--- src/rtl/cfg_chain_pkg.sv ---
package cfg_chain_pkg;
  localparam int CFG_W    = 89;
  localparam int NCH      = 3;
  localparam int IDIV_W   = 7;
  localparam int ODIV_W   = 5;
  localparam int OMUX_W   = 3;
  localparam int DLY_W    = 5;
  localparam int FBSEL_W  = 2;
  localparam int VCO_W    = 3;
  localparam int GMUX_W   = 2;

  localparam int IN_DIV_LSB  = 0;
  localparam int FB_DIV_LSB  = 7;
  localparam int OUT_DIV_LSB = 14;
  localparam int OUT_MUX_LSB = 29;
  localparam int FB_SEL_LSB  = 38;
  localparam int FB_DLY_LSB  = 40;
  localparam int XDLY_BIT    = 45;
  localparam int OUT_DLY_LSB = 46;
  localparam int VCO_LSB     = 74;
  localparam int RST_EN_BIT  = 80;
  localparam int HALF_LSB    = 84;
  localparam int GMUX_LSB    = 87;

  function automatic logic [CFG_W-1:0] build_mask();
    logic [CFG_W-1:0] m;
    m = '0;
    for (int i = 0; i < IDIV_W; i++) begin
      m[IN_DIV_LSB+i] = 1'b1;
      m[FB_DIV_LSB+i] = 1'b1;
    end
    for (int c = 0; c < NCH; c++) begin
      for (int i = 0; i < ODIV_W; i++) m[OUT_DIV_LSB+c*ODIV_W+i] = 1'b1;
      for (int i = 0; i < OMUX_W; i++) m[OUT_MUX_LSB+c*OMUX_W+i] = 1'b1;
      for (int i = 0; i < DLY_W; i++)  m[OUT_DLY_LSB+c*DLY_W+i]  = 1'b1;
      m[HALF_LSB+c] = 1'b1;
    end
    for (int i = 0; i < FBSEL_W; i++) m[FB_SEL_LSB+i] = 1'b1;
    for (int i = 0; i < DLY_W; i++)   m[FB_DLY_LSB+i] = 1'b1;
    for (int i = 0; i < VCO_W; i++)   m[VCO_LSB+i]    = 1'b1;
    for (int i = 0; i < GMUX_W; i++)  m[GMUX_LSB+i]   = 1'b1;
    m[XDLY_BIT]   = 1'b1;
    m[RST_EN_BIT] = 1'b1;
    return m;
  endfunction

  function automatic logic [CFG_W-1:0] build_default();
    logic [CFG_W-1:0] d;
    d = '0;
    d[IN_DIV_LSB +: IDIV_W]            = 7'h12;
    d[FB_DIV_LSB +: IDIV_W]            = 7'h12;
    d[OUT_DIV_LSB +: ODIV_W]           = 5'd1;
    d[OUT_MUX_LSB +: OMUX_W]           = 3'd4;
    d[FB_SEL_LSB +: FBSEL_W]           = 2'd1;
    d[XDLY_BIT]                        = 1'b1;
    d[OUT_DLY_LSB +: DLY_W]            = 5'd3;
    d[OUT_DLY_LSB+DLY_W +: DLY_W]      = 5'd31;
    d[RST_EN_BIT]                      = 1'b1;
    return d;
  endfunction

  localparam logic [CFG_W-1:0] USED_MASK   = build_mask();
  localparam logic [CFG_W-1:0] DEFAULT_IMG = build_default();
endpackage

--- src/rtl/cfg_shift_chain.sv ---
module cfg_shift_chain #(
  parameter int W = 89
) (
  input  logic         clk_i,
  input  logic         rst_ni,
  input  logic         shift_i,
  input  logic         sdata_i,
  output logic [W-1:0] chain_o,
  output logic         sdata_o
);
  logic [W-1:0] chain_q;

  always_ff @(posedge clk_i or negedge rst_ni) begin
    if (!rst_ni)      chain_q <= '0;
    else if (shift_i) chain_q <= {chain_q[W-2:0], sdata_i};
  end

  assign chain_o = chain_q;
  assign sdata_o = chain_q[W-1];
endmodule

--- src/rtl/cfg_active_reg.sv ---
module cfg_active_reg #(
  parameter int           W       = 89,
  parameter logic [W-1:0] MASK    = '1,
  parameter logic [W-1:0] RST_VAL = '0
) (
  input  logic         clk_i,
  input  logic         rst_ni,
  input  logic         load_i,
  input  logic [W-1:0] image_i,
  output logic [W-1:0] active_o
);
  logic [W-1:0] active_q;

  always_ff @(posedge clk_i or negedge rst_ni) begin
    if (!rst_ni)     active_q <= RST_VAL;
    else if (load_i) active_q <= image_i & MASK;
  end

  assign active_o = active_q;
endmodule

--- src/rtl/cfg_field_decode.sv ---
module cfg_field_decode
  import cfg_chain_pkg::*;
(
  input  logic [CFG_W-1:0]             image_i,
  output logic [IDIV_W-1:0]            in_div_o,
  output logic [IDIV_W-1:0]            fb_div_o,
  output logic [NCH-1:0][ODIV_W-1:0]   out_div_o,
  output logic [NCH-1:0][OMUX_W-1:0]   out_mux_o,
  output logic [FBSEL_W-1:0]           fb_sel_o,
  output logic [DLY_W-1:0]             fb_dly_o,
  output logic                         ext_dly_sel_o,
  output logic [NCH-1:0][DLY_W-1:0]    out_dly_o,
  output logic [VCO_W-1:0]             vco_sel_o,
  output logic                         rst_en_o,
  output logic [NCH-1:0]               half_div_o,
  output logic [GMUX_W-1:0]            gmux_cfg_o
);
  assign in_div_o      = image_i[IN_DIV_LSB +: IDIV_W];
  assign fb_div_o      = image_i[FB_DIV_LSB +: IDIV_W];
  assign fb_sel_o      = image_i[FB_SEL_LSB +: FBSEL_W];
  assign fb_dly_o      = image_i[FB_DLY_LSB +: DLY_W];
  assign ext_dly_sel_o = image_i[XDLY_BIT];
  assign vco_sel_o     = image_i[VCO_LSB +: VCO_W];
  assign rst_en_o      = image_i[RST_EN_BIT];
  assign gmux_cfg_o    = image_i[GMUX_LSB +: GMUX_W];

  for (genvar c = 0; c < NCH; c++) begin : g_ch
    assign out_div_o[c]  = image_i[OUT_DIV_LSB + c*ODIV_W +: ODIV_W];
    assign out_mux_o[c]  = image_i[OUT_MUX_LSB + c*OMUX_W +: OMUX_W];
    assign out_dly_o[c]  = image_i[OUT_DLY_LSB + c*DLY_W +: DLY_W];
    assign half_div_o[c] = image_i[HALF_LSB + c];
  end
endmodule

--- src/rtl/cfg_serial_chain.sv ---
module cfg_serial_chain
  import cfg_chain_pkg::*;
(
  input  logic                         clk_i,
  input  logic                         rst_ni,
  input  logic                         sdata_i,
  input  logic                         shift_i,
  input  logic                         update_i,
  input  logic                         mode_i,
  output logic                         sdata_o,
  output logic [CFG_W-1:0]             image_o,
  output logic [IDIV_W-1:0]            in_div_o,
  output logic [IDIV_W-1:0]            fb_div_o,
  output logic [NCH-1:0][ODIV_W-1:0]   out_div_o,
  output logic [NCH-1:0][OMUX_W-1:0]   out_mux_o,
  output logic [FBSEL_W-1:0]           fb_sel_o,
  output logic [DLY_W-1:0]             fb_dly_o,
  output logic                         ext_dly_sel_o,
  output logic [NCH-1:0][DLY_W-1:0]    out_dly_o,
  output logic [VCO_W-1:0]             vco_sel_o,
  output logic                         rst_en_o,
  output logic [NCH-1:0]               half_div_o,
  output logic [GMUX_W-1:0]            gmux_cfg_o
);
  logic [CFG_W-1:0] chain_q;
  logic [CFG_W-1:0] active_q;
  logic             load;

  // shift has priority over update on a shared edge
  assign load = update_i & ~shift_i;

  cfg_shift_chain #(.W(CFG_W)) u_chain (
    .clk_i   (clk_i),
    .rst_ni  (rst_ni),
    .shift_i (shift_i),
    .sdata_i (sdata_i),
    .chain_o (chain_q),
    .sdata_o (sdata_o)
  );

  cfg_active_reg #(
    .W       (CFG_W),
    .MASK    (USED_MASK),
    .RST_VAL (DEFAULT_IMG)
  ) u_active (
    .clk_i    (clk_i),
    .rst_ni   (rst_ni),
    .load_i   (load),
    .image_i  (chain_q),
    .active_o (active_q)
  );

  assign image_o = mode_i ? DEFAULT_IMG : active_q;

  cfg_field_decode u_dec (
    .image_i       (image_o),
    .in_div_o      (in_div_o),
    .fb_div_o      (fb_div_o),
    .out_div_o     (out_div_o),
    .out_mux_o     (out_mux_o),
    .fb_sel_o      (fb_sel_o),
    .fb_dly_o      (fb_dly_o),
    .ext_dly_sel_o (ext_dly_sel_o),
    .out_dly_o     (out_dly_o),
    .vco_sel_o     (vco_sel_o),
    .rst_en_o      (rst_en_o),
    .half_div_o    (half_div_o),
    .gmux_cfg_o    (gmux_cfg_o)
  );
endmodule

--- config.mk ---
export PLATFORM = sky130hd
export DESIGN_NAME = cfg_serial_chain
export DESIGN_NICKNAME = d
export VERILOG_FILES = /design/src/rtl/cfg_chain_pkg.sv /design/src/rtl/cfg_shift_chain.sv /design/src/rtl/cfg_active_reg.sv /design/src/rtl/cfg_field_decode.sv /design/src/rtl/cfg_serial_chain.sv
export SDC_FILE = /design/constraint.sdc
export NUM_CORES = 1
export LEC_CHECK = 0
export ABC_CLOCK_PERIOD_IN_PS = 900
export BUFFER_PORTS_ARGS = -buffer_cell sky130_fd_sc_hd__clkbuf_2
export CORE_ASPECT_RATIO = 0.7
export CORE_MARGIN = 4
export CORE_UTILIZATION = 50
export DETAILED_ROUTE_END_ITERATION = 6
export PLACE_DENSITY_LB_ADDON = 0.05
export SLEW_MARGIN = 5
export SYNTH_ARGS = -nofsm -noshare
export SYNTH_HDL_FRONTEND = slang
export SYNTH_SLANG_ARGS = --single-unit
--- constraint.sdc ---
create_clock -name clk_i -period 0.9 [get_ports clk_i]
set_input_delay 0.045 -clock clk_i [delete_from_list [all_inputs] [get_ports clk_i]]
set_output_delay 0.045 -clock clk_i [all_outputs]
set_load 0.005 [all_outputs]
Word-level counts from Yosys, hierarchy flattened
Cells that the tools add are included.
{"block": "word_totals", "input_bits": 6, "output_inout_bits": 160, "register_bits": 159, "mem_count": 0, "ramBits": 0, "latch_bits": 0, "elab_cells": 5, "rom_bits": 0}
{"block": "op_classes", "n_div": 0, "n_reduce_logical": 0, "eq_ne": 0, "shifts": 0, "add_sub_neg": 0, "n_mul": 0, "muxes": 1, "bitwise": 2, "magnitude_cmp": 0}
{"operator": "$mux 89", "count": 1}
{"operator": "$and 1x1->1", "count": 1}
{"operator": "$not 1->1", "count": 1}

Logic depth before layout (Yosys ltp)
Gate-level depths: netlist of the first run.
{"block": "depth", "depth_word": 2, "ltp_mapped": 5, "mapped_depth_nobuf": 2}

Hierarchy
A second synthesis of the first run with hierarchy kept.
{"block": "hier_totals", "hier_cells": 526, "area_unflattened_um2": 7609.8}
{"mod": "cfg_shift_chain", "cells_per_inst": 189, "area_per_inst_um2": 3343.2, "instances": 1, "seq_area_each_um2": 2227.1}
{"mod": "cfg_active_reg", "cells_per_inst": 168, "area_per_inst_um2": 3120.5, "instances": 1, "seq_area_each_um2": 1771.7}
{"mod": "cfg_serial_chain", "cells_per_inst": 99, "area_per_inst_um2": 620.6, "instances": 1, "seq_area_each_um2": 0.0}
{"mod": "cfg_field_decode", "cells_per_inst": 70, "area_per_inst_um2": 525.5, "instances": 1, "seq_area_each_um2": 0.0}

Worst setup path before layout of the first run
Ideal clock, no wire load.
{"block": "synth_timing", "path_kind": "input to register", "startpoint": "input port shift_i", "endpoint": "register u_active.active_q[0], in the netlist u_active.active_o[0]", "arrival_time_ns": 0.874, "required_time_ns": 0.775, "n_path_buf": 3, "setup_ns": 0.125, "setup_slack_ns": -0.100, "path_stages": 5, "path_cell_list": "buf_6 nor2b_2 buf_6 buf_8 mux2_4"}
{"block": "synth_between", "elab_chain_len": 2}
{"element": "start, declared", "line": "cfg_serial_chain.sv:7", "source": "input logic shift_i,"}
{"element": "$not 1->1", "line": "cfg_serial_chain.sv:30", "source": "assign load = update_i & ~shift_i;"}
{"element": "$and 1x1->1", "line": "cfg_serial_chain.sv:30"}
{"element": "end signal, assigned", "line": "cfg_active_reg.sv:16", "source": "else if (load_i) active_q <= image_i & MASK;"}
{"element": "end, declared", "line": "cfg_active_reg.sv:12", "source": "logic [W-1:0] active_q;"}
Every way passes these cells.
A chain may end at the register's enable or synchronous reset.

Final worst setup path of the first run
{"block": "layout_timing", "startpoint": "register u_active.active_q[80], in the netlist u_active.active_o[80]", "endpoint": "output port rst_en_o"}
{"block": "layout_between", "elab_chain_len": 1}
{"element": "$mux 89", "line": "cfg_serial_chain.sv:53", "source": "assign image_o = mode_i ? DEFAULT_IMG : active_q;"}
{"element": "end, declared", "line": "cfg_serial_chain.sv:21", "source": "output logic rst_en_o,"}
Every way passes these cells.

==> flow_summary.ini, run 1 <==
[die]
core_um2 = 14200
dieArea_um2 = 16800
pin_count = 166
fp.dieW_um = 153
start_util_pct = 52.0
row_count = 36
die_height_um = 110

[pwr]
ir_drop_mv = 1.58
leakage_uw = 0.00459
power.density_nw_per_um2 = 2280

[final_layout]
stdcell_count = 821
final_core_util_pct = 63.3
drive_above_1_share_pct = 69.3
area_growth_pct = 21.7
fin_area_um2 = 8980
antenna_cells = 0
nets = 625

[setup_path]
critical_path_required_ns = 0.85
cp.depth = 2
worstSetupPathType = reg -> out
critPathMaxFanout = 2
path_cells = or2_4, clkbuf_2
cp_top_family = flip-flops
critPathMaxStageDelay_ns = 0.54
rr_worst_depth = 3
critPathBufInv = 1
cp_slowest_cell = dfstp_2
cp.arrival_ns = 1.18
end_kind = primary output
start_kind = flip-flop

[routing]
drtIter0Drc = 110
routed_via_density = 4.71
ant_nets = 0
wl_per_cell_um = 14.9
drt-total-wl_um = 12300
firstDrtPassIters = 4
via_count = 3871
drc_errors = 0

[logic_synthesis]
synth.avg_cell_area_um2 = 14.6
ys_async_sr_fraction_pct = 100
netlist_top_cells_count = 143 x dfrtp_1, 90 x buf_4, 89 x mux2_2
yosysUniqueCellTypes = 13
yosysSeqAreaShare_pct = 54.2
ys_seq_elements = 159
yosys-top-cells-area = dfrtp_1 48%, mux2_4 14%, mux2_2 14%
netlist_area_um2 = 7380
synth.top_cell.area_share_pct = 48.5
synth_edf_count = 0
synth.largest_area_cell = dfrtp_1
synthCells = 504
synthFlopType = dfrtp_1
yosys_warnings = 0
yosysMostFrequentCell = dfrtp_1

[run]
drv_cap = 0

[timing]
setup_ws_ns = -0.323
max_freq_ghz = 0.818
fin_skew_ns = 0.00711
rsz0062_at_grt = true
hold_viol = 0
final-setup-viol-count = 144
slew_violations = 0
worst_slew_pin_slew_ns = 0.692
max_slew_margin_pct = 53.9
finalCritPeriodShare_pct = 136
fin_crit_ns = 1.22

[place]
hpwl_um = 7940
dp_slack_ns = -0.210
post_dp_cell_area_um2 = 7800
place_inst = 760
place_congestion = 0.675
port_buffers = 146

[clock_network]
clkLatencyLatePin_ns = 0.41
cts_buffer_depth = 2
cts.sink_count = 159
cts_tree = yes
root_buffer = clkbuf_16
htreeDepth = 4
cts_made_buffers = 17
clkSlewWorstSetupHoldPaths_ns = 0.06

[run_status]
violations = negative setup slack
status = finished, violations left

[grt]
track_usage_pct = 15.4
antenna_found_initial = 0
grt_overflow = 0
grt_max_degree = 44
grt_pass1_vias = 3939
grt_pass1_wl_um = 20500

[worst_hold_path]
hp-class = in -> async
## flip-flops by register name, summed over array words and instances (netlist names)
register and cells:
u_active.active_o 70, u_chain.chain_o 89
## final timing paths
| path | start | end | slack [ns] |
|---|---|---|---|
| max | u_active.active_o[80]$_DFFE_PN1P_ | rst_en_o | -0.32 |
| min | rst_ni | u_active.active_o[39]$_DFFE_PN0P_ | 0.08 |
| max reg2reg | u_active.active_o[35]$_DFFE_PN0P_ | u_active.active_o[35]$_DFFE_PN0P_ | -0.08 |
| min reg2reg | u_active.active_o[75]$_DFFE_PN0P_ | u_active.active_o[75]$_DFFE_PN0P_ | 0.50 |
| max in group asynchronous | rst_ni | u_active.active_o[8]$_DFFE_PN1P_ | 0.29 |
| min in group clk_i | shift_i | u_active.active_o[35]$_DFFE_PN0P_ | 0.23 |
## metrics by stage
step	setup TNS (ns)	hold WS, ns	total power, µW
floorplan	-5.17	-0.251	11600
global placement	-22.64	-0.0618	12300
detailed placement	-23.62	-0.0648	12400
CTS	-36.41	0.0578	20400
global route	-42.31	0.0945	21600
finish	-32.64	0.0772	20500
## metal layers
| metal | up-vias | share of wire (%) | GRT usage, % |
|---|---|---|---|
| met3 | 11 | 5.2 | 4.01 |
| li1 | 1816 | - | - |
| met4 | 0 | 1.1 | 4.96 |
| met5 | - | 0 | 0 |
| met1 | 1945 | 46 | 21.0 |
| met2 | 99 | 47 | 24.3 |
## cell type report
class	instances	area, µm²
clock buffers	19	443
well taps	190	238
repair buffers	192	1380
fillers	1104	5210
clock inverters	12	139
flip-flops and latches	159	4000
multi-input cells	249	2790
## cell families after synthesis
logic type,share of synthesized area [%]
mux,27.8
flops,54.2
buf+inv,11.9
simple gates,6.05
other cells,0.0508
## cell usage in the layout, fill, tap and decap left out, drive strengths merged
cell,instances
buf,62
bufinv,2
clkbuf,147
clkinv,5
clkinvlp,4
conb,19
dfrtp,143
dfstp,16
dlygate4sd3,2
inv,1
mux2,159
nor2b,55
or2,16
## report_power, final
| part | total [µW] | switching, µW | internal, µW |
|---|---|---|---|
| clock network | 6970 | 2810 | 4160 |
| registers | 9140 | 792 | 8350 |
| logic | 4400 | 1340 | 3060 |
## timing repair
action / CTS / global route
hold buffers: 2 / 0
endpoints found under the hold margin: 159 / 0
resized for setup: 57 / 37
pin swaps: 0 / 3
setup buffers: 26 / 7
setup endpoints to repair: 141 / 157
Note: power is estimated with default switching activity, not from simulation.
==> inputs of run 2 (changes only) <==
CELL_PAD_IN_SITES_DETAIL_PLACEMENT = 0   (was not set)
CELL_PAD_IN_SITES_GLOBAL_PLACEMENT = 1   (was not set)
CORE_UTILIZATION = 44   (was 50)
==> run 2 against run 1 <==
The run still ends with negative setup slack left. Largest power group unchanged. Non-clock buffer count is 5 higher. Final area is 1.5% higher. Critical endpoint is now out_mux_o[2]. Largest cell class unchanged. Combinational power is 0.9% higher.
==> flow_summary.ini, run 2 (synthesis results as in run 1) <==
[clock_network]
clkSlewWorstSetupHoldPaths_ns = 0.07
cts_made_buffers = 17
clkLatencyLatePin_ns = 0.41
htreeDepth = 4
cts.sink_count = 159
root_buffer = clkbuf_16
cts_buffer_depth = 2
cts_tree = yes

[final_layout]
nets = 630
layout_common_cells = 143 x dfrtp_1, 130 x clkbuf_2, 89 x mux2_2
nFillCells = 1365
largest_reg_flops = 89
layout_commonest_cell = dfrtp_1
area_growth_pct = 23.5
drive_above_1_share_pct = 70.3
antenna_cells = 0

[setup_path]
end_kind = primary output
critPathMaxFanout = 2
reg2reg_to = u_active.active_o[17]$_DFFE_PN0P_
rr_startpoint = u_active.active_o[17]$_DFFE_PN0P_
crit_start = u_active.active_o[31]$_DFFE_PN1P_
reg2reg_slack_ns = -0.10
crit_path_end = out_mux_o[2]
cp.arrival_ns = 1.19
rr_worst_depth = 3
start_kind = flip-flop
worstSetupPathType = reg -> out
critical_path_required_ns = 0.85

[timing]
worst_slew_pin_slew_ns = 0.708
finalCritPeriodShare_pct = 137
fin_crit_ns = 1.23
fin_skew_ns = 0.00781
final-setup-viol-count = 147
max_slew_margin_pct = 52.8
rsz0062_at_grt = true
setup_tns_ns = -32.75
slew_violations = 0
hold_viol = 0
setup_ws_ns = -0.334
max_freq_ghz = 0.810

[pwr]
power.density_nw_per_um2 = 2260
leakage_uw = 0.00464
ir_drop_mv = 1.14

[routing]
routed_via_density = 4.49
wl_per_cell_um = 14.9
via_count = 3869
drtIter0Drc = 131
firstDrtPassIters = 4
drt-total-wl_um = 12900
ant_nets = 0
drc_errors = 0

[grt]
antenna_found_initial = 0
grt_max_degree = 54
grt_pass1_wl_um = 20900
grt_overflow = 0
grt_pass1_vias = 3969
track_usage_pct = 13.9

[run]
drv_cap = 0

[place]
hpwl_um = 8290
place_congestion = 0.682
port_buffers = 146
dp_slack_ns = -0.240

[die]
dieArea_um2 = 18900
start_util_pct = 45.0
core_um2 = 16400
row_count = 39
fp.dieW_um = 163
pin_count = 166
die_height_um = 116

[run_status]
violations = negative setup slack
status = finished, violations left

[worst_hold_path]
hp-class = in -> async
==> run 2: cell count changes in the layout (fill, tap and decap cells not counted), sizes merged <==
cell,delta
clkinv,-1
clkbuf,+2
bufinv,-1
buf,+2
inv,+5
clkinvlp,-2
dlygate4sd3,+1
==> run 2: repair_timing <==
item,4_1_cts,5_1_grt
hold buffers,3,0
pin swaps,1,1
hold endpoints to repair,160,0
setup buffers,30,16
gates resized for setup,67,37
endpoints found under the setup margin,141,161
==> run 2: through the flow <==
| step | util (%) | power, µW | instance area (µm²) | hold slack [ns] | std cells |
|---|---|---|---|---|---|
| 4_1_cts | 54.4 | 20300 | 8920 | 0.154 | 859 |
| 6_report | 55.6 | 20600 | 9110 | 0.175 | 862 |
| 3_3_place_gp | 47.9 | 12300 | 7850 | -0.141 | 794 |
| 5_1_grt | 55.6 | 21700 | 9110 | 0.186 | 862 |
| 3_5_place_dp | 47.9 | 12400 | 7850 | -0.141 | 794 |
| 2_1_floorplan | - | 11600 | 7450 | -0.251 | 522 |
==> run 2: how the worst min path moves through the flow <==
stage,to,slack [ns],cells past startpoint
4_1_cts,u_active.active_o[46]$_DFFE_PN1P_,0.15,2
3_3_place_gp,u_chain.chain_o[46]$_DFFE_PN0P_,-0.14,1
6_report,u_active.active_o[46]$_DFFE_PN1P_,0.17,2
3_5_place_dp,u_chain.chain_o[46]$_DFFE_PN0P_,-0.14,1
5_1_grt,u_active.active_o[46]$_DFFE_PN1P_,0.19,2
2_1_floorplan,u_active.active_o[0]$_DFFE_PN0P_,-0.25,0
==> run 2: routing by layer <==
metal | up-vias | global-route usage, % | part of all wire [%]
met5 | - | 0 | 0
met1 | 1951 | 20.1 | 48
met2 | 91 | 21.2 | 47
met3 | 8 | 3.17 | 4.5
li1 | 1819 | - | -
met4 | 0 | 4.02 | 0.75
==> run 2: worst max-delay path, cell delays in order (launching register included) <==
cell	delay [ns]
dfstp_2	0.53
or2_4	0.15
buf_6	0.10
==> run 2: layout make-up <==
cell class	count	area, µm²	share of cell area, %
clock inverter	13	128	1.40
sequential	159	4000	43.9
timing repair buffer	197	1440	15.8
clock buffer	19	453	4.97
multi-input combinational	249	2820	30.9
tap	225	282	3.09
==> run 2: where the power goes <==
group / leakage [µW] / switching, µW / internal (µW)
Sequential: 0.00208 / 788 / 8350
Clock: 0.000283 / 2980 / 4020
Combinational: 0.00228 / 1380 / 3060
Total: 0.00464 / 5160 / 15400
==> inputs of run 3 (changes only) <==
--- a/config.mk
+++ b/config.mk
@@ -14,5 +14,7 @@
 export CORE_UTILIZATION = 44
 export DETAILED_ROUTE_END_ITERATION = 6
+export MAX_ROUTING_LAYER = met4
 export PLACE_DENSITY_LB_ADDON = 0.05
+export SETUP_SLACK_MARGIN = 0.2
 export SLEW_MARGIN = 5
 export SYNTH_ARGS = -nofsm -noshare
==> constraint.sdc (replaced) <==
create_clock -name clk_i -period 0.9 [get_ports clk_i]
set_input_delay 0.18 -clock clk_i [delete_from_list [all_inputs] [get_ports clk_i]]
set_output_delay 0.18 -clock clk_i [all_outputs]
set_load 0.005 [all_outputs]
==> run 3 against run 2 <==
The flow still finishes with violations (negative setup slack). Register-to-register slack worse by 0.03 ns. Die area unchanged. Sequential cell count unchanged. Utilization up 8.7 points. Combinational power up 25%. Hold slack worse by 0.14 ns. Fmax down 9.0%. Wire length up 13%. First-iteration DRC count up 32%. Via count up 6.7%. Non-clock buffer count up 54. Critical endpoint is now image_o[80]. Largest cell class unchanged.
==> flow_summary.ini, run 3 (synthesis results as in run 1) <==
[pwr]
ir_drop_mv = 1.25
p_total_uw = 22300
leakage_uw = 0.00534
power.density_nw_per_um2 = 2120

[routing]
drtIter0Drc = 173
firstDrtPassIters = 4
ant_nets = 0
routed_via_density = 4.51
via_count = 4129
wl_per_cell_um = 15.8
drc_errors = 0
drt-total-wl_um = 14500

[run]
drv_cap = 0

[final_layout]
area_growth_pct = 42.8
largest_reg_flops = 89
drive_above_1_share_pct = 76.0
layout_common_cells = 158 x mux2_4, 143 x dfrtp_1, 108 x clkbuf_2
layout_commonest_cell = mux2_4
nets = 684
antenna_cells = 0
stdcell_count = 916

[timing]
rsz0062_at_grt = true
fin_skew_ns = 0.00809
fin_crit_ns = 1.36
finalCritPeriodShare_pct = 151
final-setup-viol-count = 159
hold_viol = 0
setup_ws_ns = -0.457
slew_violations = 0
max_freq_ghz = 0.737

[clock_network]
cts_made_buffers = 17
cts.sink_count = 159
clkSlewWorstSetupHoldPaths_ns = 0.06
cts_buffer_depth = 2
htreeDepth = 4
root_buffer = clkbuf_16
clkLatencyLatePin_ns = 0.42
cts_tree = yes

[place]
place_inst = 819
hpwl_um = 9040
place_congestion = 0.753
port_buffers = 146

[run_status]
status = finished, violations left
violations = negative setup slack

[setup_path]
critPathMaxFanout = 2
cp.arrival_ns = 1.18
critical_path_required_ns = 0.72
end_kind = primary output
start_kind = flip-flop
worstSetupPathType = reg -> out

[die]
fp.dieW_um = 163
start_util_pct = 45.0
row_count = 39
die_height_um = 116
dieArea_um2 = 18900
core_um2 = 16400
pin_count = 166

[grt]
antenna_found_initial = 0
grt_max_degree = 43
grt_pass1_wl_um = 22500
grt_pass1_vias = 4175
track_usage_pct = 15.4
grt_overflow = 0

[worst_hold_path]
hp-class = in -> reg
==> run 3: changes by cell type in the layout (fill, tap and decap cells not counted), sizes merged <==
cell,change
buf,+75
clkbuf,-17
inv,-6
bufinv,+3
dlygate4sd3,-2
clkinv,+1
==> run 3: what timing repair did <==
action                                 CTS  global route
setup endpoints to repair              300           336
hold buffers                             1             0
buffers inserted                        37            24
pin swaps                               15             6
cloned                                   0             3
gates resized for setup                104            77
endpoints found under the hold margin  146             0
==> run 3: final cells by class <==
class                      count  area, µm²
fill                        1222       5860
tap                          225        282
timing repair buffer         251       2280
clock inverter                11        168
multi-input combinational    249       3350
sequential                   159       4000
clock buffer                  21        450
==> run 3: worst max-delay path: stages (launching register included) <==
cell and delay, ns:
dfstp_2 0.55, or2_4 0.13, buf_6 0.09
==> run 3: metrics by stage <==
step           hold WS (ns)  instance area (µm²)  utilization, %  setup TNS (ns)  worst slack, ns
6_report             0.0382                10500            64.2          -50.40           -0.457
5_1_grt              0.0177                10500            64.2          -58.77           -0.504
4_1_cts             0.00766                 9920            60.5          -52.11           -0.484
3_5_place_dp         0.0251                 8620            52.6          -50.99           -0.302
3_3_place_gp         0.0235                 8620            52.6          -50.53           -0.295
2_1_floorplan        -0.116                 8310               -          -18.31           -0.218
==> run 3: path summary, 6_finish.rpt <==
check / start / to / slack (ns) / cells after the start
setup / recovery: u_active.active_o[80]$_DFFE_PN1P_ / image_o[80] / -0.46 / 2
hold / removal: sdata_i / u_chain.chain_o[0]$_DFFE_PN0P_ / 0.04 / 2
setup reg to reg: u_active.active_o[59]$_DFFE_PN0P_ / u_active.active_o[59]$_DFFE_PN0P_ / -0.13 / 3
hold reg to reg: u_chain.chain_o[62]$_DFFE_PN0P_ / u_chain.chain_o[63]$_DFFE_PN0P_ / 0.51 / 1
max in group asynchronous: rst_ni / u_active.active_o[31]$_DFFE_PN1P_ / 0.24 / 3
min in group asynchronous: rst_ni / u_chain.chain_o[47]$_DFFE_PN0P_ / 0.20 / 2
==> run 3: power breakdown <==
part	internal (µW)	switching (µW)	leakage, µW
combinational	3990	1580	0.00296
sequential	8350	864	0.00208
clock	4710	2800	0.000297
==> run 3: metal layers <==
layer,track usage [%],wire length (µm)
met5,-,0
met4,4.02,136
met3,3.84,594
met1,22.3,7160
met2,21.9,6620
